$ cat config.mk
export PLATFORM = sky130hd
export DESIGN_NAME = page_wr_buf
export DESIGN_NICKNAME = d
export VERILOG_FILES = /design/src/rtl/pwb_pkg.sv /design/src/rtl/pwb_addr_ctr.sv /design/src/rtl/pwb_latch.sv /design/src/rtl/pwb_commit_seq.sv /design/src/rtl/page_wr_buf.sv
export SDC_FILE = /design/constraint.sdc
export NUM_CORES = 1
export LEC_CHECK = 0
export BUFFER_PORTS_ARGS = -buffer_cell sky130_fd_sc_hd__buf_4
export CAP_MARGIN = 20
export CORE_MARGIN = 2
export CORE_UTILIZATION = 53
export CTS_CLUSTER_SIZE = 16
export DETAILED_ROUTE_END_ITERATION = 10
export GPL_ROUTABILITY_DRIVEN = 0
export PLACE_DENSITY = 0.74
export SYNTH_ARGS = -nofsm -noshare
export SYNTH_HDL_FRONTEND = slang
export SYNTH_SLANG_ARGS = --single-unit
$ cat constraint.sdc
create_clock -name clk -period 3.85 [get_ports clk]
set_input_delay 0.385 -clock clk [delete_from_list [all_inputs] [get_ports clk]]
set_output_delay 0.385 -clock clk [all_outputs]
set_load 0.03 [all_outputs]
$ cat src/rtl/pwb_pkg.sv
package pwb_pkg;
  typedef enum logic [1:0] {
    SEQ_IDLE = 2'd0,
    SEQ_SCAN = 2'd1,
    SEQ_LAST = 2'd2
  } seq_st_t;
endpackage

$ cat src/rtl/pwb_addr_ctr.sv
module pwb_addr_ctr #(
  parameter int ADDR_W = 17,
  parameter int OFF_W  = 7
) (
  input  logic                    clk,
  input  logic                    rst,
  input  logic                    load,
  input  logic [ADDR_W-1:0]       load_addr,
  input  logic                    step,
  output logic [ADDR_W-OFF_W-1:0] page_o,
  output logic [OFF_W-1:0]        off_o
);
  localparam int PAGE_W = ADDR_W - OFF_W;

  always_ff @(posedge clk) begin
    if (rst) begin
      page_o <= '0;
      off_o  <= '0;
    end else if (load) begin
      page_o <= load_addr[ADDR_W-1:OFF_W];
      off_o  <= load_addr[OFF_W-1:0];
    end else if (step) begin
      off_o  <= off_o + OFF_W'(1);
    end
  end

  a_r4_page_held: assert property (@(posedge clk) disable iff (rst)
    !load |=> page_o == $past(page_o));
endmodule

$ cat src/rtl/pwb_latch.sv
module pwb_latch #(
  parameter int DATA_W     = 8,
  parameter int PAGE_BYTES = 128,
  parameter int OFF_W      = $clog2(PAGE_BYTES)
) (
  input  logic              clk,
  input  logic              rst,
  input  logic              wr_en,
  input  logic [OFF_W-1:0]  wr_off,
  input  logic [DATA_W-1:0] wr_data,
  input  logic              rd_en,
  input  logic [OFF_W-1:0]  rd_off,
  input  logic              clr,
  output logic [DATA_W-1:0] rd_data_o,
  output logic              rd_vld_o
);
  logic [DATA_W-1:0]     store [PAGE_BYTES];
  logic [PAGE_BYTES-1:0] mask;

  always_ff @(posedge clk) begin
    if (wr_en) store[wr_off] <= wr_data;
    rd_data_o <= store[rd_off];
  end

  always_ff @(posedge clk) begin
    if (rst) begin
      mask     <= '0;
      rd_vld_o <= 1'b0;
    end else begin
      if (clr) mask <= '0;
      else if (wr_en) mask[wr_off] <= 1'b1;
      rd_vld_o <= rd_en & mask[rd_off];
    end
  end

  a_r7_mask_cleared: assert property (@(posedge clk) disable iff (rst)
    clr |=> mask == '0);
  a_r8_mask_hold: assert property (@(posedge clk) disable iff (rst)
    !wr_en && !clr |=> mask == $past(mask));
endmodule

$ cat src/rtl/pwb_commit_seq.sv
module pwb_commit_seq
  import pwb_pkg::*;
#(
  parameter int PAGE_BYTES = 128,
  parameter int OFF_W      = $clog2(PAGE_BYTES)
) (
  input  logic             clk,
  input  logic             rst,
  input  logic             start,
  output logic             scan_en_o,
  output logic [OFF_W-1:0] scan_off_o,
  output logic [OFF_W-1:0] out_off_o,
  output logic             clr_o,
  output logic             busy_o
);
  localparam logic [OFF_W-1:0] LAST_OFF = OFF_W'(PAGE_BYTES - 1);

  seq_st_t st;

  assign scan_en_o = (st == SEQ_SCAN);
  assign clr_o     = (st == SEQ_LAST);

  always_ff @(posedge clk) begin
    if (rst) begin
      st         <= SEQ_IDLE;
      scan_off_o <= '0;
      out_off_o  <= '0;
      busy_o     <= 1'b0;
    end else begin
      out_off_o <= scan_off_o;
      case (st)
        SEQ_IDLE: if (start) begin
          st         <= SEQ_SCAN;
          scan_off_o <= '0;
          busy_o     <= 1'b1;
        end
        SEQ_SCAN: begin
          scan_off_o <= scan_off_o + OFF_W'(1);
          if (scan_off_o == LAST_OFF) st <= SEQ_LAST;
        end
        SEQ_LAST: begin
          st     <= SEQ_IDLE;
          busy_o <= 1'b0;
        end
        default: st <= SEQ_IDLE;
      endcase
    end
  end

  a_r7_busy_after_commit: assert property (@(posedge clk) disable iff (rst)
    start && !busy_o |=> busy_o);
  a_r8_no_restart: assert property (@(posedge clk) disable iff (rst)
    busy_o && !clr_o |=> busy_o);
endmodule

$ cat src/rtl/page_wr_buf.sv
module page_wr_buf #(
  parameter int ADDR_W     = 17,
  parameter int DATA_W     = 8,
  parameter int PAGE_BYTES = 128
) (
  input  logic              clk,
  input  logic              rst,
  input  logic              ld_en,
  input  logic [ADDR_W-1:0] ld_addr,
  input  logic              byte_vld,
  input  logic [DATA_W-1:0] byte_data,
  input  logic              commit,
  output logic              arr_we,
  output logic [ADDR_W-1:0] arr_addr,
  output logic [DATA_W-1:0] arr_data,
  output logic              busy
);
  localparam int OFF_W  = $clog2(PAGE_BYTES);
  localparam int PAGE_W = ADDR_W - OFF_W;

  logic [PAGE_W-1:0] page;
  logic [OFF_W-1:0]  cur_off, scan_off, out_off;
  logic              scan_en, clr;
  logic              take_load, take_byte, take_commit;

  assign take_load   = ld_en & ~busy;
  assign take_byte   = byte_vld & ~busy & ~ld_en;
  assign take_commit = commit & ~busy;

  pwb_addr_ctr #(.ADDR_W(ADDR_W), .OFF_W(OFF_W)) u_ctr (
    .clk(clk), .rst(rst), .load(take_load), .load_addr(ld_addr),
    .step(take_byte), .page_o(page), .off_o(cur_off)
  );

  pwb_latch #(.DATA_W(DATA_W), .PAGE_BYTES(PAGE_BYTES), .OFF_W(OFF_W)) u_latch (
    .clk(clk), .rst(rst), .wr_en(take_byte), .wr_off(cur_off),
    .wr_data(byte_data), .rd_en(scan_en), .rd_off(scan_off), .clr(clr),
    .rd_data_o(arr_data), .rd_vld_o(arr_we)
  );

  pwb_commit_seq #(.PAGE_BYTES(PAGE_BYTES), .OFF_W(OFF_W)) u_seq (
    .clk(clk), .rst(rst), .start(take_commit), .scan_en_o(scan_en),
    .scan_off_o(scan_off), .out_off_o(out_off), .clr_o(clr), .busy_o(busy)
  );

  assign arr_addr = {page, out_off};

  a_r9_we_only_busy: assert property (@(posedge clk) disable iff (rst)
    arr_we |-> busy);
  a_r6_same_page: assert property (@(posedge clk) disable iff (rst)
    arr_we && $past(arr_we) |-> arr_addr[ADDR_W-1:OFF_W] == $past(arr_addr[ADDR_W-1:OFF_W]));
  a_r6_ascending: assert property (@(posedge clk) disable iff (rst)
    arr_we && $past(arr_we) |-> arr_addr[OFF_W-1:0] == $past(arr_addr[OFF_W-1:0]) + OFF_W'(1));
endmodule

Word level (Yosys, flattened, before mapping)
Memory sizes are Yosys's and may differ from the RTL's. A register that Yosys moved wholly into a read port is not among the register bits.
Cells that the tools add are included.
{ "classes": {"order_cmp": 3, "n_eq_ne": 5, "muxes": 15, "n_reduce_logical": 9, "addsub": 2, "n_bitwise": 8} }
{ "op_table": {"columns": ["op", "count"], "rows": [
  ["$or A128 B128 Y128", 1],
  ["$mux W7", 3],
  ["$lt A7 B8 Y1 const B", 2],
  ["$add A7 B1 Y7 const B", 2],
  ["$pmux W7 S2", 1],
  ["$bmux W1 S7", 1],
  ["$demux W1 S7", 1],
  ["$eq A7 B7 Y1 const B", 1],
  ["$ge A7 B1 Y1 const B", 1],
  ["$reduce_and A2 Y1", 3],
  ["$reduce_bool A2 Y1", 3],
  ["$and A1 B1 Y1", 5],
  ["$mux W1", 5],
  ["$mux W2", 2],
  ["$pmux W2 S2", 1],
  ["$eq A2 B1 Y1 const B", 1],
  ["$eq A2 B2 Y1 const B", 1],
  ["$logic_not A2 Y1", 1],
  ["$ne A2 B1 Y1 const B", 1],
  ["$ne A2 B2 Y1 const B", 1],
  ["$not A1 Y1", 2],
  ["$pmux W1 S2", 1],
  ["$reduce_or A2 Y1", 1],
  ["$logic_and A1 B1 Y1", 1]
]} }
{ "totals": {"n_memories": 1, "reg_bits": 163, "ram_bits": 1024, "input_bits": 30, "word_cells": 51, "out_inout_bits": 27} }
{ "mem_list": {"columns": ["name", "words", "width", "rd", "rd_clocked_by_memory_dff", "wr", "line", "source"], "rows": [
  ["u_latch.store", 128, 8, 1, 1, 1, "pwb_latch.sv:17", "logic [DATA_W-1:0] store [PAGE_BYTES];"]
]} }

Depth between registers and ports, before layout
Gate-level depths: netlist of the first run.
{ "logic_depth": {"ltp_word": 5, "ltp_mapped": 11, "ltp_nobuf": 6} }

Hierarchy
Synthesis of the first run repeated with hierarchy kept, for this count alone.
{ "unflattened": {"cells_unflattened": 2358, "hier_area_um2": 45721.4} }
{ "modules_own_cells": {"columns": ["module", "area_each_um2", "seq_area_each_um2", "n_inst", "cells_each"], "rows": [
  ["pwb_latch", 44353.8, 33492.1, 1, 2214],
  ["pwb_addr_ctr", 703.2, 340.3, 1, 75],
  ["pwb_commit_seq", 639.4, 340.3, 1, 66],
  ["page_wr_buf", 25.0, 0.0, 1, 3]
]} }

Least setup slack after synthesis of the first run
OpenSTA, ideal clock, no wires.
{ "synth_path": {"path_type": "register to register", "startpoint": "register u_seq.busy_o", "endpoint": "memory u_latch.store[110][0], enable pin", "arrival_time_ps": 1978, "required_time_ps": 3476, "path_stages_with_launch": 6, "n_path_buf": 1, "synth_period_minus_slack_ps": 2352, "path_slack_ps": 1498, "path_cell_list": "dfxtp_1 nor3b_2 nor2b_1 nand3_1 clkbuf_1 nor2_1"} }
{ "synth_via": {"elab_chain_len": 5} }
{ "synth_lines": {"columns": ["element", "line", "source"], "rows": [
  ["start: declaration", "pwb_commit_seq.sv:14", "output logic busy_o"],
  ["start signal: assignment", "pwb_commit_seq.sv:28", "busy_o <= 1'b0;"],
  ["start signal: assignment", "pwb_commit_seq.sv:35", "busy_o <= 1'b1;"],
  ["start signal: assignment", "pwb_commit_seq.sv:43", "busy_o <= 1'b0;"],
  ["$not A1 Y1", "page_wr_buf.sv:27", "assign take_byte = byte_vld & ~busy & ~ld_en;"],
  ["$and A1 B1 Y1 (2 in series)", "page_wr_buf.sv:27", null],
  ["$mux W1", "pwb_latch.sv:21", "if (wr_en) store[wr_off] <= wr_data;"],
  ["$mux W1 (not written as such)", "pwb_latch.sv:21", null],
  ["end: declaration", "pwb_latch.sv:17", null]
]} }
No other way between the ends.

Worst setup path in the final report of the first run
{ "layout_path": {"startpoint": "register u_seq.scan_off_o[2]", "endpoint": "register u_latch.rd_vld_o"} }
{ "layout_via": {"elab_chain_len": 3} }
{ "layout_lines": {"columns": ["element", "line", "source"], "rows": [
  ["start: declaration", "pwb_commit_seq.sv:11", "output logic [OFF_W-1:0] scan_off_o,"],
  ["start signal: assignment", "pwb_commit_seq.sv:38", "scan_off_o <= scan_off_o + OFF_W'(1);"],
  ["$bmux W1 S7", "pwb_latch.sv:32", "rd_vld_o <= rd_en & mask[rd_off];"],
  ["$mux W1 (not written as such)", "pwb_latch.sv:32", null],
  ["$and A1 B1 Y1", "pwb_latch.sv:32", null],
  ["end signal: assignment", "pwb_latch.sv:32", null],
  ["end: declaration", "pwb_latch.sv:15", "output logic rd_vld_o"]
]} }
No other way between the ends. The select of a mux whose other input is x is not followed.
A chain may end at the register's enable or synchronous reset.

==> results of run 1 <==
## layout make-up
class                      count  area (sq um)  area share
sequential                  1195         34200       0.653
multi-input combinational   1005         11100       0.211
clock buffer                 147          3120      0.0595
timing repair buffer         218          1860      0.0356
tap                         1155          1450      0.0276
clock inverter                69           648      0.0124
inverter                       7          26.3    0.000502
antenna                        1          2.50   0.0000478
## cells by family (layout without fill, tap and decap cells)
family,count (synthesis),count (layout),synth area share
buffers and inverters,143,441,0.0180
other,0,1,0
multiplexers,381,381,0.164
AO/OA/AOI/OAI,272,272,0.0425
adder cells (fa/ha/maj),2,2,0.000543
AND/OR/NAND/NOR,341,341,0.0311
flip-flops,1195,1195,0.742
XOR/XNOR,9,9,0.00171
## per-stage QoR
step	worst slack, ns	area, sq um	hold WS, ns	power [mW]
floorplan	1.50	46100	0.433	15.3
global route	0.476	52400	0.0985	27.5
detailed placement	0.702	48400	0.448	15.9
global placement	0.707	48400	0.441	15.8
finish	0.607	52400	0.0946	26.8
CTS	0.697	52300	0.0534	26.9
## synth_stat cells, types with 6 or more instances
master       n
a211oi_1    12
buf_1        7
and2_1       6
mux4_2     298
o21ai_0     11
clkbuf_1    55
a31oi_1      8
buf_6       23
nand3_1     17
o21a_1     129
a32oi_1      6
nor2_1     171
edfxtp_1  1024
nor3_1       7
a21oi_1     31
buf_2       29
dfxtp_1    171
buf_4       21
nand2_1    103
o221ai_1     6
mux2_2      13
a221oi_1     7
o22ai_1     14
nor2b_1     18
a22oi_1      9
mux2i_1     68
## final timing paths
check	from	end	slack [ns]	depth (start not counted)
setup / recovery	u_seq.scan_off_o[2]	u_latch.rd_vld_o	0.61	7
hold reg to reg	u_ctr.page_o[5]	u_ctr.page_o[5]	0.46	2
setup reg to reg	u_seq.scan_off_o[2]	u_latch.rd_vld_o	0.61	7
hold / removal	rst	u_seq.out_off_o[2]	0.09	2
## layer usage
metal	GRT usage	wire length, um	up-vias	part of all wire
li1	-	-	9943	-
met1	0.358	43600	12800	0.38
met2	0.411	55400	1503	0.48
met3	0.0596	11700	282	0.10
met4	0.104	4880	0	0.042
met5	0	0	-	0
## worst register-to-register path, delay by kind of cell, from the launching register on
kind,cells,cell delay [ns]
DFF,1,0.58
muxes,2,0.71
and+or+nand+nor,1,0.08
buffers and inverters,1,0.44
AOI/OAI and AO/OA,3,1.26
## flip-flops by register name (all words and copies together) (netlist names)
register	count
u_latch.store	1024
u_latch.mask	128
u_ctr.page_o	10
u_latch.rd_data_o	8
u_ctr.off_o	7
u_seq.out_off_o	7
u_seq.scan_off_o	7
u_seq.st	2
u_latch.rd_vld_o	1
u_seq.busy_o	1
## power by group through the flow
| stage | combinational, mW | sequential [mW] | clock (mW) |
|---|---|---|---|
| final | 1.48 | 14.2 | 11.2 |
| after global routing | 1.55 | 14.1 | 11.8 |
| after CTS | 1.47 | 14.1 | 11.3 |
| after detailed placement | 1.45 | 14.4 | 0 |
| after global placement | 1.41 | 14.4 | 0 |
| after floorplan | 0.895 | 14.4 | 0 |
==> impl_metrics.env, run 1 <==
export IMPL_synth_top_area_share=0.668
export IMPL_ant_nets=0
export IMPL_clock_fmax_ghz=0.308
export IMPL_drive_above_1_share=0.267
export IMPL_critPathRequiredTime_ns=4.36
export IMPL_p_per_area_mw_per_mm2=512
export IMPL_die_area_sq_mm=0.0893
export IMPL_cpPeakStageDelay_ns=0.83
export IMPL_cts_root_buf="clkbuf_16"
export IMPL_ys_warn_count=0
export IMPL_tritoncts="done"
export IMPL_drt_drc_violations_left=0
export IMPL_cp_start_kind="flip-flop"
export IMPL_utilization=0.605
export IMPL_hold_class="in2reg"
export IMPL_track_usage=0.261
export IMPL_mostFrequentLayoutCell="edfxtp_1"
export IMPL_htree_levels=3
export IMPL_most_common_layout_cells="1024 x edfxtp_1, 298 x mux4_2, 187 x buf_4"
export IMPL_slew_viol_final=0
export IMPL_maxSlewHeadroom=0.205
export IMPL_start_util=0.533
export IMPL_synth_edff_count=1024
export IMPL_clk_path_buf_depth=3
export IMPL_cp_arrival_ns=3.75
export IMPL_clock_skew_ns=0.0288
export IMPL_coreArea_sq_mm=0.0865
export IMPL_swShare=0.214
export IMPL_routedWlPerCell_um=30.4
export IMPL_ctsResizeCount=0
export IMPL_p_int_mw=21.1
export IMPL_status="finished, final reports clean"
export IMPL_crit_type="reg2reg"
export IMPL_ctsHoldBuffers=15
export IMPL_setup_viol=0
export IMPL_ios=57
export IMPL_rows=108
export IMPL_clk_latency_ns=0.69
export IMPL_clk_pin_slew_ns=0.07
export IMPL_via_per_inst=6.47
export IMPL_synth_top_cell_by_area="edfxtp_1"
export IMPL_hold_viol_final=0
export IMPL_die_height_um=299
export IMPL_worstSetupEndpointType="flip-flop"
export IMPL_wl_mm=116
export IMPL_grt_pass1_vias=24700
export IMPL_crit_buf_inv=1
export IMPL_final_cells=3797
export IMPL_async_reset_ff_frac=0
export IMPL_ys_seq_area_frac=0.742
export IMPL_numClockSinks=1195
export IMPL_setup_tns_ns=0
export IMPL_rsz0062_at_grt="false"
export IMPL_synth_seq_cells=1195
export IMPL_drt_iter0_markers=3489
export IMPL_netlist_cell_type_count=59
export IMPL_yosys_top_cells_area="edfxtp_1 67%, mux4_2 15%, dfxtp_1 7.4%, o21a_1 2.1%, mux2i_1 1.5%"
export IMPL_grt_max_degree=102
export IMPL_cp_slowest_cell="a311oi_1"
export IMPL_cts_setup_buffers=0
export IMPL_maxCapViolCount=0
export IMPL_crit_fanout=20
export IMPL_die_w_um=299
export IMPL_mappedNetlistArea_sq_mm=0.0461
export IMPL_synth_cells=2343
export IMPL_grt_pass1_wl_mm=169
export IMPL_crit_path_cell_trace="buf_4 > mux4_2 > mux2_2 > a21oi_1 > nand2_1 > a311oi_1 > a221oi_1"
export IMPL_seq_power_share=0.528
export IMPL_tightest_slew_ns=1.19
export IMPL_nNetsFinal=2572
export IMPL_cts_made_buffers=113
export IMPL_finalCriticalPeriod_ns=3.24
export IMPL_ys_flop_type="edfxtp_1"
export IMPL_irDropWorstVdd_mv=0.516
export IMPL_syn_num_nets=2375
export IMPL_cp_top_family="compound AO/OA/AOI/OAI gates"
export IMPL_p_sw_mw=5.72
export IMPL_first_pass_iters=5
export IMPL_n_fill_cell=5991
export IMPL_syn2layout_area_growth_pct=13.7
export IMPL_portBuffers=56
export IMPL_grt_overflow=0
export IMPL_dp_cells=3561
export IMPL_syn_avg_cell_area_sq_um=19.7
export IMPL_timing_final_crit_share=0.842
export IMPL_pwr_share_clk=0.417
export IMPL_leakage_nw=16.6
export IMPL_antenna_found_initial=1
export IMPL_num_vias=24600
export IMPL_p_comb_frac=0.055
export IMPL_dpl_hpwl_mm=71.9
Power figures use the tool's default switching activity.
==> run 2, diff against run 1 <==
--- a/config.mk
+++ b/config.mk
@@ -5,6 +5,7 @@
 export SDC_FILE = /design/constraint.sdc
 export NUM_CORES = 1
 export LEC_CHECK = 0
+export ABC_AREA = 1
 export BUFFER_PORTS_ARGS = -buffer_cell sky130_fd_sc_hd__buf_4
 export CAP_MARGIN = 20
 export CORE_MARGIN = 2
==> constraint.sdc (replaced) <==
create_clock -name clk -period 3.2 [get_ports clk]
set_input_delay 0.32 -clock clk [delete_from_list [all_inputs] [get_ports clk]]
set_output_delay 0.32 -clock clk [all_outputs]
set_load 0.03 [all_outputs]
==> impl_metrics.env, run 2 <==
export IMPL_status="finished, final reports clean"
export IMPL_yosys_top_cells_area="edfxtp_1 64%, nor2_1 9.7%, dfxtp_1 7.1%, o21ai_0 5.0%, nand2_1 4.9%"
export IMPL_grt_overflow=0
export IMPL_rsz0062_at_grt="false"
export IMPL_cp_arrival_ns=3.34
export IMPL_ys_flop_type="edfxtp_1"
export IMPL_irDropWorstVdd_mv=0.561
export IMPL_rr_worst_depth=12
export IMPL_largest_register="u_latch.store"
export IMPL_slew_viol_final=0
export IMPL_hold_viol_final=0
export IMPL_htree_levels=3
export IMPL_ys_warn_count=0
export IMPL_ios=57
export IMPL_clk_pin_slew_ns=0.06
export IMPL_clk_path_buf_depth=3
export IMPL_ys_seq_area_frac=0.707
export IMPL_ctsResizeCount=0
export IMPL_synthMuxAreaShare=0
export IMPL_final_cells=5830
export IMPL_grt_pass1_wl_mm=193
export IMPL_setup_tns_ns=0
export IMPL_die_w_um=306
export IMPL_largest_register_ffs=1024
export IMPL_syn_avg_cell_area_sq_um=10.8
export IMPL_rr_endpoint="u_latch.rd_data_o[2]"
export IMPL_synth_top_area_share=0.636
export IMPL_synth_top_family_by_area="simple AND/OR/NAND/NOR gates"
export IMPL_drt_drc_violations_left=0
export IMPL_grt_pass1_vias=32300
export IMPL_clock_fmax_ghz=0.369
export IMPL_dpl_cell_area_sq_mm=0.0506
export IMPL_track_usage=0.269
export IMPL_cpPeakStageDelay_ns=0.61
export IMPL_routedWlPerCell_um=21.9
export IMPL_netlist_cell_type_count=32
export IMPL_hp_start="ld_addr[1]"
export IMPL_leakage_nw=19.3
export IMPL_synth_fa_ha_area_frac=0.000518
export IMPL_setup_viol=0
export IMPL_clk_latency_ns=0.70
export IMPL_synth_edff_count=1024
export IMPL_die_height_um=306
export IMPL_final_cell_area_sq_mm=0.0545
export IMPL_dpl_hpwl_mm=73.4
export IMPL_ys_top_cells_by_count="1244 x nor2_1, 1024 x edfxtp_1, 630 x nand2_1, 480 x o21ai_0, 258 x nand3_1"
export IMPL_finalCriticalPeriod_ns=2.71
export IMPL_rows=110
export IMPL_coreArea_sq_mm=0.0901
export IMPL_pre_cts_ws_ns=0.504
export IMPL_tightest_slew_ns=1.00
export IMPL_ant_nets=0
export IMPL_grt_max_degree=145
export IMPL_crit_fanout=49
export IMPL_dp_cells=5599
export IMPL_cts_made_buffers=115
export IMPL_syn2layout_area_growth_pct=12.7
export IMPL_synth_most_common_cell="nor2_1"
export IMPL_synth_seq_cells=1195
export IMPL_num_vias=33800
export IMPL_drive_above_1_share=0.0885
export IMPL_cpMostUsedCell="nor2_1"
export IMPL_min_to="u_ctr.off_o[1]"
export IMPL_critPathRequiredTime_ns=3.83
export IMPL_r2r_start="u_seq.scan_off_o[0]"
export IMPL_multi_input_area_sq_mm=0.0123
export IMPL_p_per_area_mw_per_mm2=621
export IMPL_synth_xor_area_frac=0.000362
export IMPL_n_fill_cell=6944
export IMPL_mostFrequentLayoutCell="nor2_1"
export IMPL_nNetsFinal=4586
export IMPL_first_pass_iters=6
export IMPL_wl_mm=127
export IMPL_die_area_sq_mm=0.0937
export IMPL_synth_cells=4474
export IMPL_syn_num_nets=4506
export IMPL_worstSetupEndpointType="flip-flop"
export IMPL_diodes=0
export IMPL_reg_largest_list="u_latch.store (1024), u_latch.mask (128), u_ctr.page_o (10)"
export IMPL_mappedNetlistArea_sq_mm=0.0484
export IMPL_crit_type="reg2reg"
export IMPL_maxCapViolCount=0
export IMPL_timing_final_crit_share=0.846
export IMPL_via_per_inst=5.80
export IMPL_clock_skew_ns=0.0294
export IMPL_yosys_area_share_simple=0.175
export IMPL_start_util=0.536
export IMPL_min_path_cells=5
export IMPL_cp_start_kind="flip-flop"
export IMPL_seqCellArea_sq_mm=0.0342
export IMPL_cp_slowest_cell="dfxtp_4"
export IMPL_portBuffers=56
export IMPL_cts_root_buf="clkbuf_16"
export IMPL_synth_compound_gate_area_share=0.0782
export IMPL_hold_class="in2reg"
export IMPL_async_reset_ff_frac=0
export IMPL_antenna_found_initial=2
export IMPL_synth_top_cell_by_area="edfxtp_1"
export IMPL_drt_iter0_markers=4953
export IMPL_r2r_slack_ns=0.49
export IMPL_maxSlewHeadroom=0.330
export IMPL_tritoncts="done"
export IMPL_most_common_layout_cells="1243 x nor2_1, 1024 x edfxtp_1, 630 x nand2_1"
export IMPL_numClockSinks=1195
export IMPL_layout_setup_ws_ns=0.492
export IMPL_crit_path_cell_trace="buf_12 > buf_4 > nor2_1 > nor2_1 > o21ai_0 > o211ai_1 > nand3_1 > nand2_1 > nand2_1 > nor2_1 > nor2_1 > nor2_1"
==> run 2: worst max path at each step <==
stage / from / to / slack (ns) / cells past startpoint
5_1_grt: u_seq.scan_off_o[0] / u_latch.rd_data_o[2] / 0.35 / 10
4_1_cts: u_seq.scan_off_o[0] / u_latch.rd_data_o[2] / 0.48 / 12
3_5_place_dp: u_seq.scan_off_o[0] / u_latch.rd_data_o[2] / 0.50 / 12
3_3_place_gp: u_seq.scan_off_o[0] / u_latch.rd_data_o[2] / 0.50 / 12
2_1_floorplan: u_seq.busy_o / u_latch.store[107][0] / 1.09 / 8
6_report: u_seq.scan_off_o[0] / u_latch.rd_data_o[2] / 0.49 / 12
==> run 2: metal layers <==
metal  global-route usage  share of wire  routed length (um)  vias to the layer above
met4               0.0913          0.034                4360                        8
met1                0.372           0.39               50300                    16300
met2                0.436           0.47               60400                     1775
met3               0.0455          0.097               12300                      276
li1                     -              -                   -                    15500
met5                    0        0.00040                  51                        -
==> run 2: area by class of cell <==
cell class / count / area share
Clock buffer: 158 / 0.0595
Clock inverter: 59 / 0.00955
Inverter: 153 / 0.0108
Multi-Input combinational cell: 2857 / 0.226
Sequential cell: 1195 / 0.627
Tap cell: 1176 / 0.0270
Timing Repair Buffer: 232 / 0.0402
==> run 2: what timing repair did <==
item | CTS | global route
buffers inserted | 0 | 0
hold buffers | 14 | 0
endpoints found under the hold margin | 20 | 0
setup endpoints to repair | 0 | 0
==> run 2: power by group <==
group          switching [mW]  internal (mW)
logic                    2.39          0.931
registers               0.111           17.0
clock network            5.73           7.72
==> run 2: cells by family after synthesis <==
family,after synthesis
compound gates,699
simple gates,2154
flops,1195
buf+inv,422
xor+xnor,2
fa+ha+maj,2
==> run 2: critical path, delay by kind of cell (launching register included) <==
family                 cells  cell delay [ns]
AOI/OAI and AO/OA          2             0.19
buffers and inverters      2             0.73
DFF                        1             0.61
and+or+nand+nor            8             1.07
==> run 2: stage by stage <==
stage | power [mW] | util | hold WS, ns
2_1_floorplan | 19.5 | - | 0.404
3_3_place_gp | 20.6 | 0.561 | 0.443
3_5_place_dp | 20.6 | 0.561 | 0.451
4_1_cts | 33.9 | 0.605 | 0.00372
5_1_grt | 34.9 | 0.605 | 0.0608
6_report | 33.8 | 0.605 | 0.0238
